$ cat src/rtl/i2c_gc_pkg.sv
package i2c_gc_pkg;
    localparam int BYTE_W = 8;
    localparam int CNT_W  = $clog2(BYTE_W);

    typedef enum logic [2:0] {
        ST_IDLE,
        ST_ADDR,
        ST_ADDR2,
        ST_DATA,
        ST_ACK_SETUP,
        ST_ACK_DRIVE,
        ST_ACK_END
    } rx_state_t;
endpackage

$ cat src/rtl/i2c_gc_bus_cond.sv
module i2c_gc_bus_cond (
    input  logic clk,
    input  logic rst_n,
    input  logic scl_i,
    input  logic sda_i,
    output logic scl_rise_o,
    output logic scl_fall_o,
    output logic start_o,
    output logic stop_o
);
    logic scl_q;
    logic sda_q;

    always_ff @(posedge clk or negedge rst_n) begin
        if (!rst_n) begin
            scl_q <= 1'b1;
            sda_q <= 1'b1;
        end else begin
            scl_q <= scl_i;
            sda_q <= sda_i;
        end
    end

    assign scl_rise_o = scl_i & ~scl_q;
    assign scl_fall_o = ~scl_i & scl_q;
    assign start_o    = scl_i & scl_q & sda_q & ~sda_i;
    assign stop_o     = scl_i & scl_q & ~sda_q & sda_i;
endmodule

$ cat src/rtl/i2c_gc_addr_cmp.sv
module i2c_gc_addr_cmp #(
    parameter int BW = 8
) (
    input  logic [BW-1:0] rx_byte_i,
    input  logic [BW-1:0] own_addr_i,
    input  logic          gc_en_i,
    output logic          own7_hit_o,
    output logic          hi10_hit_o,
    output logic          lo10_hit_o,
    output logic          gc_hit_o
);
    localparam int          PFX_W  = 5;
    localparam logic [4:0]  PFX_10 = 5'b11110;

    logic upper_eq;

    assign upper_eq   = (rx_byte_i[BW-1:1] == own_addr_i[BW-1:1]);
    assign own7_hit_o = upper_eq & ~rx_byte_i[0];
    assign hi10_hit_o = upper_eq & ~rx_byte_i[0] & (rx_byte_i[BW-1 -: PFX_W] == PFX_10);
    assign lo10_hit_o = (rx_byte_i == own_addr_i);
    assign gc_hit_o   = gc_en_i & (rx_byte_i == '0);
endmodule

$ cat src/rtl/i2c_gc_rx_front.sv
module i2c_gc_rx_front
    import i2c_gc_pkg::*;
(
    input  logic              clk,
    input  logic              rst_n,
    input  logic              scl_i,
    input  logic              sda_i,
    input  logic [BYTE_W-1:0] own_addr_i,
    input  logic              gc_en_i,
    input  logic              ten_bit_i,
    input  logic              buf_rd_i,
    output logic              sda_low_o,
    output logic [BYTE_W-1:0] rx_buf_o,
    output logic              buf_full_o,
    output logic              ovf_o,
    output logic              upd_addr_o,
    output logic              irq_o
);
    rx_state_t state_q, state_d;
    rx_state_t after_ack_q;

    logic [BYTE_W-1:0] shreg_q;
    logic [CNT_W-1:0]  bit_cnt_q;
    logic              ack_q;
    logic [BYTE_W-1:0] rx_buf_q;
    logic              bf_q, ovf_q, ua_q, irq_q;

    logic scl_rise, scl_fall, start_det, stop_det;
    logic own7_hit, hi10_hit, lo10_hit, gc_hit;
    logic [BYTE_W-1:0] byte_now;
    logic shifting, last_bit;
    logic byte_hit;
    rx_state_t byte_next;

    i2c_gc_bus_cond u_cond (
        .clk        (clk),
        .rst_n      (rst_n),
        .scl_i      (scl_i),
        .sda_i      (sda_i),
        .scl_rise_o (scl_rise),
        .scl_fall_o (scl_fall),
        .start_o    (start_det),
        .stop_o     (stop_det)
    );

    assign byte_now = {shreg_q[BYTE_W-2:0], sda_i};

    i2c_gc_addr_cmp #(.BW(BYTE_W)) u_cmp (
        .rx_byte_i  (byte_now),
        .own_addr_i (own_addr_i),
        .gc_en_i    (gc_en_i),
        .own7_hit_o (own7_hit),
        .hi10_hit_o (hi10_hit),
        .lo10_hit_o (lo10_hit),
        .gc_hit_o   (gc_hit)
    );

    assign shifting = (state_q == ST_ADDR) || (state_q == ST_ADDR2) || (state_q == ST_DATA);
    assign last_bit = shifting && scl_rise && (bit_cnt_q == CNT_W'(BYTE_W - 1));

    // Match decision for the byte completing now, and where to go after its ACK
    always_comb begin
        byte_hit  = 1'b0;
        byte_next = ST_DATA;
        unique case (state_q)
            ST_ADDR: begin
                if (gc_hit) begin
                    byte_hit  = 1'b1;
                    byte_next = ST_DATA;
                end else if (ten_bit_i) begin
                    byte_hit  = hi10_hit;
                    byte_next = ST_ADDR2;
                end else begin
                    byte_hit  = own7_hit;
                    byte_next = ST_DATA;
                end
            end
            ST_ADDR2: begin
                byte_hit  = lo10_hit;
                byte_next = ST_DATA;
            end
            ST_DATA: begin
                byte_hit  = 1'b1;
                byte_next = ST_DATA;
            end
            default: begin
                byte_hit  = 1'b0;
                byte_next = ST_IDLE;
            end
        endcase
    end

    // Next-state logic
    always_comb begin
        state_d = state_q;
        if (start_det) begin
            state_d = ST_ADDR;
        end else if (stop_det) begin
            state_d = ST_IDLE;
        end else begin
            unique case (state_q)
                ST_IDLE:      state_d = ST_IDLE;
                ST_ADDR,
                ST_ADDR2,
                ST_DATA:      if (last_bit) state_d = ST_ACK_SETUP;
                ST_ACK_SETUP: if (scl_fall) state_d = ST_ACK_DRIVE;
                ST_ACK_DRIVE: if (scl_rise) state_d = ST_ACK_END;
                ST_ACK_END:   if (scl_fall) state_d = ack_q ? after_ack_q : ST_IDLE;
                default:      state_d = ST_IDLE;
            endcase
        end
    end

    // State register
    always_ff @(posedge clk or negedge rst_n) begin
        if (!rst_n) state_q <= ST_IDLE;
        else        state_q <= state_d;
    end

    // Shift path, buffer and flags
    always_ff @(posedge clk or negedge rst_n) begin
        if (!rst_n) begin
            shreg_q     <= '0;
            bit_cnt_q   <= '0;
            ack_q       <= 1'b0;
            after_ack_q <= ST_IDLE;
            rx_buf_q    <= '0;
            bf_q        <= 1'b0;
            ovf_q       <= 1'b0;
            ua_q        <= 1'b0;
            irq_q       <= 1'b0;
        end else begin
            irq_q <= 1'b0;
            if (buf_rd_i) begin
                bf_q  <= 1'b0;
                ovf_q <= 1'b0;
            end
            if (start_det) begin
                bit_cnt_q <= '0;
                ack_q     <= 1'b0;
            end else if (!stop_det) begin
                if (shifting && scl_rise) begin
                    shreg_q   <= byte_now;
                    bit_cnt_q <= bit_cnt_q + 1'b1;
                end
                if (last_bit) begin
                    ack_q       <= byte_hit && !bf_q;
                    after_ack_q <= byte_next;
                    if (byte_hit && bf_q) ovf_q <= 1'b1;
                    if (byte_hit && !bf_q) begin
                        rx_buf_q <= byte_now;
                        bf_q     <= 1'b1;
                    end
                    if (state_q == ST_ADDR2) begin
                        ua_q <= 1'b0;
                    end else if (state_q == ST_ADDR && ten_bit_i && !gc_hit
                                 && hi10_hit && !bf_q) begin
                        ua_q <= 1'b1;
                    end
                end
                if (state_q == ST_ACK_END && scl_fall && ack_q) irq_q <= 1'b1;
            end
        end
    end

    // Outputs
    always_comb begin
        sda_low_o  = ack_q && ((state_q == ST_ACK_DRIVE) || (state_q == ST_ACK_END));
        rx_buf_o   = rx_buf_q;
        buf_full_o = bf_q;
        ovf_o      = ovf_q;
        upd_addr_o = ua_q;
        irq_o      = irq_q;
    end
endmodule

$ cat config.mk
export PLATFORM = sky130hd
export DESIGN_NAME = i2c_gc_rx_front
export DESIGN_NICKNAME = d
export VERILOG_FILES = /design/src/rtl/i2c_gc_pkg.sv /design/src/rtl/i2c_gc_bus_cond.sv /design/src/rtl/i2c_gc_addr_cmp.sv /design/src/rtl/i2c_gc_rx_front.sv
export SDC_FILE = /design/constraint.sdc
export NUM_CORES = 1
export LEC_CHECK = 0
export ABC_AREA = 0
export BUFFER_PORTS_ARGS = -buffer_cell sky130_fd_sc_hd__buf_4
export CORE_MARGIN = 5
export CORE_UTILIZATION = 37
export CTS_CLUSTER_SIZE = 16
export DETAILED_ROUTE_END_ITERATION = 6
export PLACE_DENSITY = 0.69
export SYNTH_ARGS = -nofsm -noshare
export SYNTH_HDL_FRONTEND = slang
export SYNTH_HIERARCHICAL = 1
export SYNTH_SLANG_ARGS = --single-unit
$ cat constraint.sdc
create_clock -name clk -period 4.6 [get_ports clk]
set_input_delay 0.92 -clock clk [delete_from_list [all_inputs] [get_ports clk]]
set_output_delay 0.92 -clock clk [all_outputs]
set_load 0.1 [all_outputs]
Word-level counts from Yosys, hierarchy flattened
Cells that the tools add are included.
{ "word_totals": {"inputBits": 15, "wordCells": 108, "out_inout_bits": 13, "ff_bits": 31} }
{ "op_classes": {"reduce_logical": 29, "n_mux": 35, "bitwise_logic": 16, "eq_ne": 15, "n_addsub": 1} }
{ "ops": {"columns": ["cell", "n"], "rows": [
  ["$mux W3", 10],
  ["$mux W1", 22],
  ["$ne A4 B4 Y1 const B", 4],
  ["$eq A3 B3 Y1 const B", 4],
  ["$pmux W3 S4", 1],
  ["$reduce_and A4 Y1", 3],
  ["$logic_and A1 B1 Y1", 11],
  ["$and A1 B1 Y1", 10],
  ["$eq A8 B8 Y1", 1],
  ["$logic_not A8 Y1", 1],
  ["$eq A7 B7 Y1", 1],
  ["$eq A3 B2 Y1 const B", 2],
  ["$not A1 Y1", 6],
  ["$pmux W3 S2", 1],
  ["$reduce_and A3 Y1", 2],
  ["$reduce_bool A2 Y1", 3],
  ["$eq A5 B5 Y1 const B", 1],
  ["$reduce_and A2 Y1", 2],
  ["$add A3 B1 Y3 const B", 1],
  ["$eq A3 B1 Y1 const B", 1],
  ["$logic_or A1 B1 Y1", 3],
  ["$pmux W1 S3", 1],
  ["$reduce_or A3 Y1", 1],
  ["$logic_not A1 Y1", 2],
  ["2 further kinds", 2]
]} }

Longest topological paths before layout
{ "logic_depth": {"depth_word": 11, "depth_mapped": 8, "ltp_nobuf": 7} }

Modules after synthesis
Netlist, hierarchy kept.
{ "by_module_without_submodules": {"columns": ["mod", "area_each_um2", "n_inst", "cells_per_inst", "seq_area_each_um2"], "rows": [
  ["i2c_gc_rx_front", 1300.0, 1, 106, 700.7],
  ["i2c_gc_addr_cmp", 145.1, 1, 19, 0.0],
  ["i2c_gc_bus_cond", 85.1, 1, 6, 52.6]
]} }

Least setup slack after synthesis
No wires, ideal clock.
{ "synth_timing": {"path_kind": "register to output", "startpoint": "reg state_q[1]", "endpoint": "out sda_low_o", "stages_incl_launch_ff": 4, "t_arrival_ns": 2.206, "t_required_ns": 3.680, "path_slack_ns": 1.474, "n_path_buf": 1, "path_cell_list": "dfrtp_1 -> buf_4 -> or2b_1 -> a21oi_1"} }
{ "synth_between": {"elab_chain_cells": 3, "elab_cells_between_ends": 4, "classes_between": "eq/ne: 2; reduce/logical: 2"} }
{ "synth_lines": {"columns": ["element", "line_no", "source"], "rows": [
  ["start, declared", "i2c_gc_rx_front.sv:19", "rx_state_t state_q, state_d;"],
  ["start signal, assigned", "i2c_gc_rx_front.sv:117", "else state_q <= state_d;"],
  ["$eq A3 B3 Y1", "i2c_gc_rx_front.sv:168", "sda_low_o = ack_q && ((state_q == ST_ACK_DRIVE) || (state_q == ST_ACK_END));"],
  ["$logic_or A1 B1 Y1 *", "i2c_gc_rx_front.sv:168", null],
  ["$logic_and A1 B1 Y1 *", "i2c_gc_rx_front.sv:168", null],
  ["end, declared", "i2c_gc_rx_front.sv:12", "output logic sda_low_o,"]
]} }
Mark *: on every way between the ends. The rest lies on a longest branch, timed or not.

Worst setup path after layout
{ "layout_timing": {"startpoint": "in own_addr_i[1]", "endpoint": "reg rx_buf_q[3] (netlist: rx_buf_o[3])"} }
{ "layout_between": {"elab_chain_cells": 8, "elab_cells_between_ends": 9, "classes_between": "eq/ne: 2; mux: 3; bitwise: 2; reduce/logical: 2"} }
{ "layout_lines": {"columns": ["element", "line_no", "source"], "rows": [
  ["start, declared", "i2c_gc_rx_front.sv:8", "input logic [BYTE_W-1:0] own_addr_i,"],
  ["$eq A7 B7 Y1", "i2c_gc_addr_cmp.sv:17", "assign upper_eq = (rx_byte_i[BW-1:1] == own_addr_i[BW-1:1]);"],
  ["$and A1 B1 Y1 (2 in a row)", "i2c_gc_addr_cmp.sv:19", "assign hi10_hit_o = upper_eq & ~rx_byte_i[0] & (rx_byte_i[BW-1 -: PFX_W] == PFX_10);"],
  ["net hi10_hit", "i2c_gc_rx_front.sv:29", "logic own7_hit, hi10_hit, lo10_hit, gc_hit;"],
  ["$mux W1", "i2c_gc_rx_front.sv:70", "end else if (ten_bit_i) begin"],
  ["$mux W1", "i2c_gc_rx_front.sv:67", "if (gc_hit) begin"],
  ["$pmux W1 S3", "i2c_gc_rx_front.sv:65", "unique case (state_q)"],
  ["$logic_and A1 B1 Y1", "i2c_gc_rx_front.sv:150", "if (byte_hit && !bf_q) begin"],
  ["$reduce_and A4 Y1 (no source line)", null, null],
  ["end signal, assigned", "i2c_gc_rx_front.sv:151", "rx_buf_q <= byte_now;"],
  ["end, declared", "i2c_gc_rx_front.sv:25", "logic [BYTE_W-1:0] rx_buf_q;"]
]} }
The timed path passes the listed nets, and every way through them passes these cells.
A chain may end at the register's enable or synchronous reset.

==> reports/metrics.csv <==
stage,metric,value,unit
setup_path,kind of cell adding the most delay to the critical path,simple AND/OR/NAND/NOR gates,
setup_path,critical path startpoint category,input pin,
setup_path,Reg2Reg Setup Slack,1.84,ns
status,result of the run,completed,
cells_and_area,share of layout cells above drive strength 1,36.81,%
setup_path,"slowest stage delay, CP",0.65,ns
timing,number of slew-limit violations in the final report,0,
placed_design,placed inst area,0.001773,mm2
yosys,number of nets in the synthesized netlist,148,
setup_path,critical path data required time,4.76,ns
routing,remaining number of nets flagged by the antenna check after routing,0,
cells_and_area,"commonest non-fill, non-tap cell in the layout",sky130_fd_sc_hd__dfrtp_1,
grt,total global routing track utilization,12.36,%
timing,Post-Route Setup TNS,0,ns
clock_tree,hold_buf cts,0,
timing,Final Hold Viols,0,
yosys,number of enable-type register cells in the synthesized netlist,0,
clock_tree,clock buffer depth,2,
yosys,portion of the post-synthesis area used by sequential elements,49.22,%
clock_tree,Clock H-tree levels,2,
die,Die Span Y,74.31,um
timing,Worst Max-Slew Pin Slew,0.7812,ns
yosys,top-area cell type share of the netlist area,45.79,%
yosys,number of different library cells in the post-synthesis netlist,45,
routing,vias post-DR,1116,
setup_path,CP Class,in2reg,
yosys,"FFs w/ async S/R, synth",100.0,%
timing,Final Cycle Share,66.10,%
yosys,number of flip-flops and latches in the synthesized netlist,30,
grt,antenna violations before repair,0,
placed_design,cell count after placement,205,
cells_and_area,total inserted antenna cells,0,
clock_tree,master cell of the clock root buffer,sky130_fd_sc_hd__clkbuf_8,
worst_hold_path,type of the tightest min-delay check,reg2reg,
grt,"Remaining Overflow, GRT",0,
setup_path,Worst path slowest cell,sky130_fd_sc_hd__nor3b_2,
yosys,number of instances in the synthesized netlist,131,
routing,detailed-route vias per instance,5.239,
timing,Peak Freq,0.3289,GHz
timing,post-layout worst setup margin,1.559,ns
clock_tree,clock tree from TritonCTS,built,
yosys,top_reg_cell synth,sky130_fd_sc_hd__dfrtp_1,
setup_path,biggest fanout along the worst timing path,10,
timing,number of setup violations in the final report,0,
setup_path,kind of end point of the critical path,register,
grt,vias in the first global route,1114,
power,overall power after layout,0.7810,mW
clock_tree,number of buffers created by CTS,5,
clock_tree,"Clk pin slew, worst setup/hold paths",0.06,ns
routing,First-pass DRT Iterations,4,
timing,min cycle time layout,3.041,ns
placed_design,half-perimeter wire length after detailed placement,2336,um
grt,pin count of the biggest net entering global routing,31,
timing,unrepaired setup endpoints after global routing,false,
routing,wire length per cell after detailed routing,14.70,um
power,Worst IR Drop VDD,0.2618,mV
yosys,Area contributors post-synth,"sky130_fd_sc_hd__dfrtp_1 (46%), sky130_fd_sc_hd__mux2_2 (11%), sky130_fd_sc_hd__xnor2_1 (4.6%), sky130_fd_sc_hd__dfstp_2 (3.4%), sky130_fd_sc_hd__nand2_1 (2.2%)",
die,FP Rows,23,
cells_and_area,"commonest non-fill, non-tap cells in the layout","sky130_fd_sc_hd__dfrtp_1 (28), sky130_fd_sc_hd__buf_4 (27), sky130_fd_sc_hd__mux2_2 (15), sky130_fd_sc_hd__nand2_1 (9)",
die,initial core utilization,38.25,%
cells_and_area,Layout area overhead,21.83,%
timing,Final Skew,0.003550,ns
die,Std-Cell Core Area,0.004000,mm2
grt,first-pass GRT wire length,5209,um
yosys,number of warnings reported in the yosys synthesis log,6,
cells_and_area,# nets final,179,
die,area of the die,0.005522,mm2
timing,Rel. slew slack,47.69,%
clock_tree,clock sink count,30,
cells_and_area,"non-filler cells, final",213,
setup_path,worst endpoint data arrival time,3.20,ns
routing,number of design rule violations left after detail routing,0,
clock_tree,number of gates resized after cts,0,
setup_path,critical path buffer and inverter count,1,
routing,Total Routed Length,3131,um
routing,Iteration-0 DRC Markers,62,
die,width of the die,74.31,um
die,num ports,28,
yosys,per-instance average area after synthesis,11.68,um2
power,leakage power,0.8440,nW
placed_design,input/output buffers,27,
yosys,Netlist Area Pre-Place,0.001530,mm2
cells_and_area,"final std cell area, no fill",0.001864,mm2
placed_design,global placement routability congestion,0.8744,
power,power density cells,418.9,mW/mm2
run,Maximum Capacitance Violations,0,
clock_tree,insertion delay of the later-clocked pin in the worst-skew pair,0.27,ns
yosys,largest area contributor in the netlist,sky130_fd_sc_hd__dfrtp_1,
clock_tree,post-CTS setup buffer count,0,
placed_design,worst slack after detailed placement,1.274,ns
setup_path,CP cell instances,buf_4 > xnor2_1 > nand4_1 > nor3_1 > mux2i_1 > a221o_1 > nor3b_2 > mux2_2,
flip-flops by register name, indices dropped and copies added, names as in the netlist, 2 cells and up:
register     count
after_ack_q      2
bit_cnt_q        3
rx_buf_o         8
shreg_q          7
state_q          3
routing by layer:
metal | up-vias | global-route usage (%) | wire [um]
li1 | 531 | - | -
met2 | 27 | 19.39 | 1502
met4 | 0 | 4.150 | 38
met1 | 553 | 15.57 | 1424
met3 | 5 | 5.000 | 165
met5 | - | 0 | 0
final timing paths:
path                                     start              to  cells past startpoint
min in group asynchronous                rst_n      state_q[0]                      1
worst max-delay path             own_addr_i[1]     rx_buf_o[3]                      8
max in group asynchronous                rst_n    u_cond/scl_q                      1
worst min register to register  after_ack_q[1]  after_ack_q[1]                      1
worst max register to register      shreg_q[1]     rx_buf_o[3]                      7
worst min-delay path            after_ack_q[1]  after_ack_q[1]                      1
worst reg2reg max path: stages, from the launching register on:
cell	delay, ns
sky130_fd_sc_hd__dfrtp_1	0.44
sky130_fd_sc_hd__xnor2_1	0.19
sky130_fd_sc_hd__nand4_1	0.16
sky130_fd_sc_hd__nor3_1	0.30
sky130_fd_sc_hd__mux2i_1	0.12
sky130_fd_sc_hd__a221o_1	0.36
sky130_fd_sc_hd__nor3b_2	0.65
sky130_fd_sc_hd__mux2_2	0.41
stage by stage:
step           hold WS [ns]  utilization [%]
2_1_floorplan        0.4406                -
3_3_place_gp         0.4652            44.32
3_5_place_dp         0.4760            44.32
4_1_cts              0.4911            46.61
5_1_grt              0.5056            46.61
6_report             0.4778            46.61
cell usage after synthesis (all sizes together), types with 3 or more instances:
cell type / instances
nor3: 6
mux2: 15
dfrtp: 28
xnor2: 8
nand2: 9
a21oi: 5
mux2i: 3
inv: 6
nor2: 8
cells by family (layout without fill, tap and decap cells):
logic type	after synthesis	count (layout)	share of synthesized area (%)
xor+xnor	9	9	5.152
buf+inv	9	41	2.943
simple gates	41	41	17.17
flops	30	30	49.22
fa+ha+maj	2	2	1.635
compound gates	22	22	10.88
mux	18	18	13.00
power breakdown:
part           total [mW]  internal [mW]  switching, mW
Combinational       0.180         0.0987         0.0809
Sequential          0.389          0.315         0.0742
Clock               0.212          0.120         0.0921
area by class of cell:
type,count,area [um2]
tap,50,62.56
inverter,6,22.52
multi-input combinational,92,732.0
clock inverter,1,5.005
sequential,30,753.2
timing repair buffer,27,202.7
fill,381,2136
clock buffer,7,86.33
Note: power is estimated with default switching activity, not from simulation.
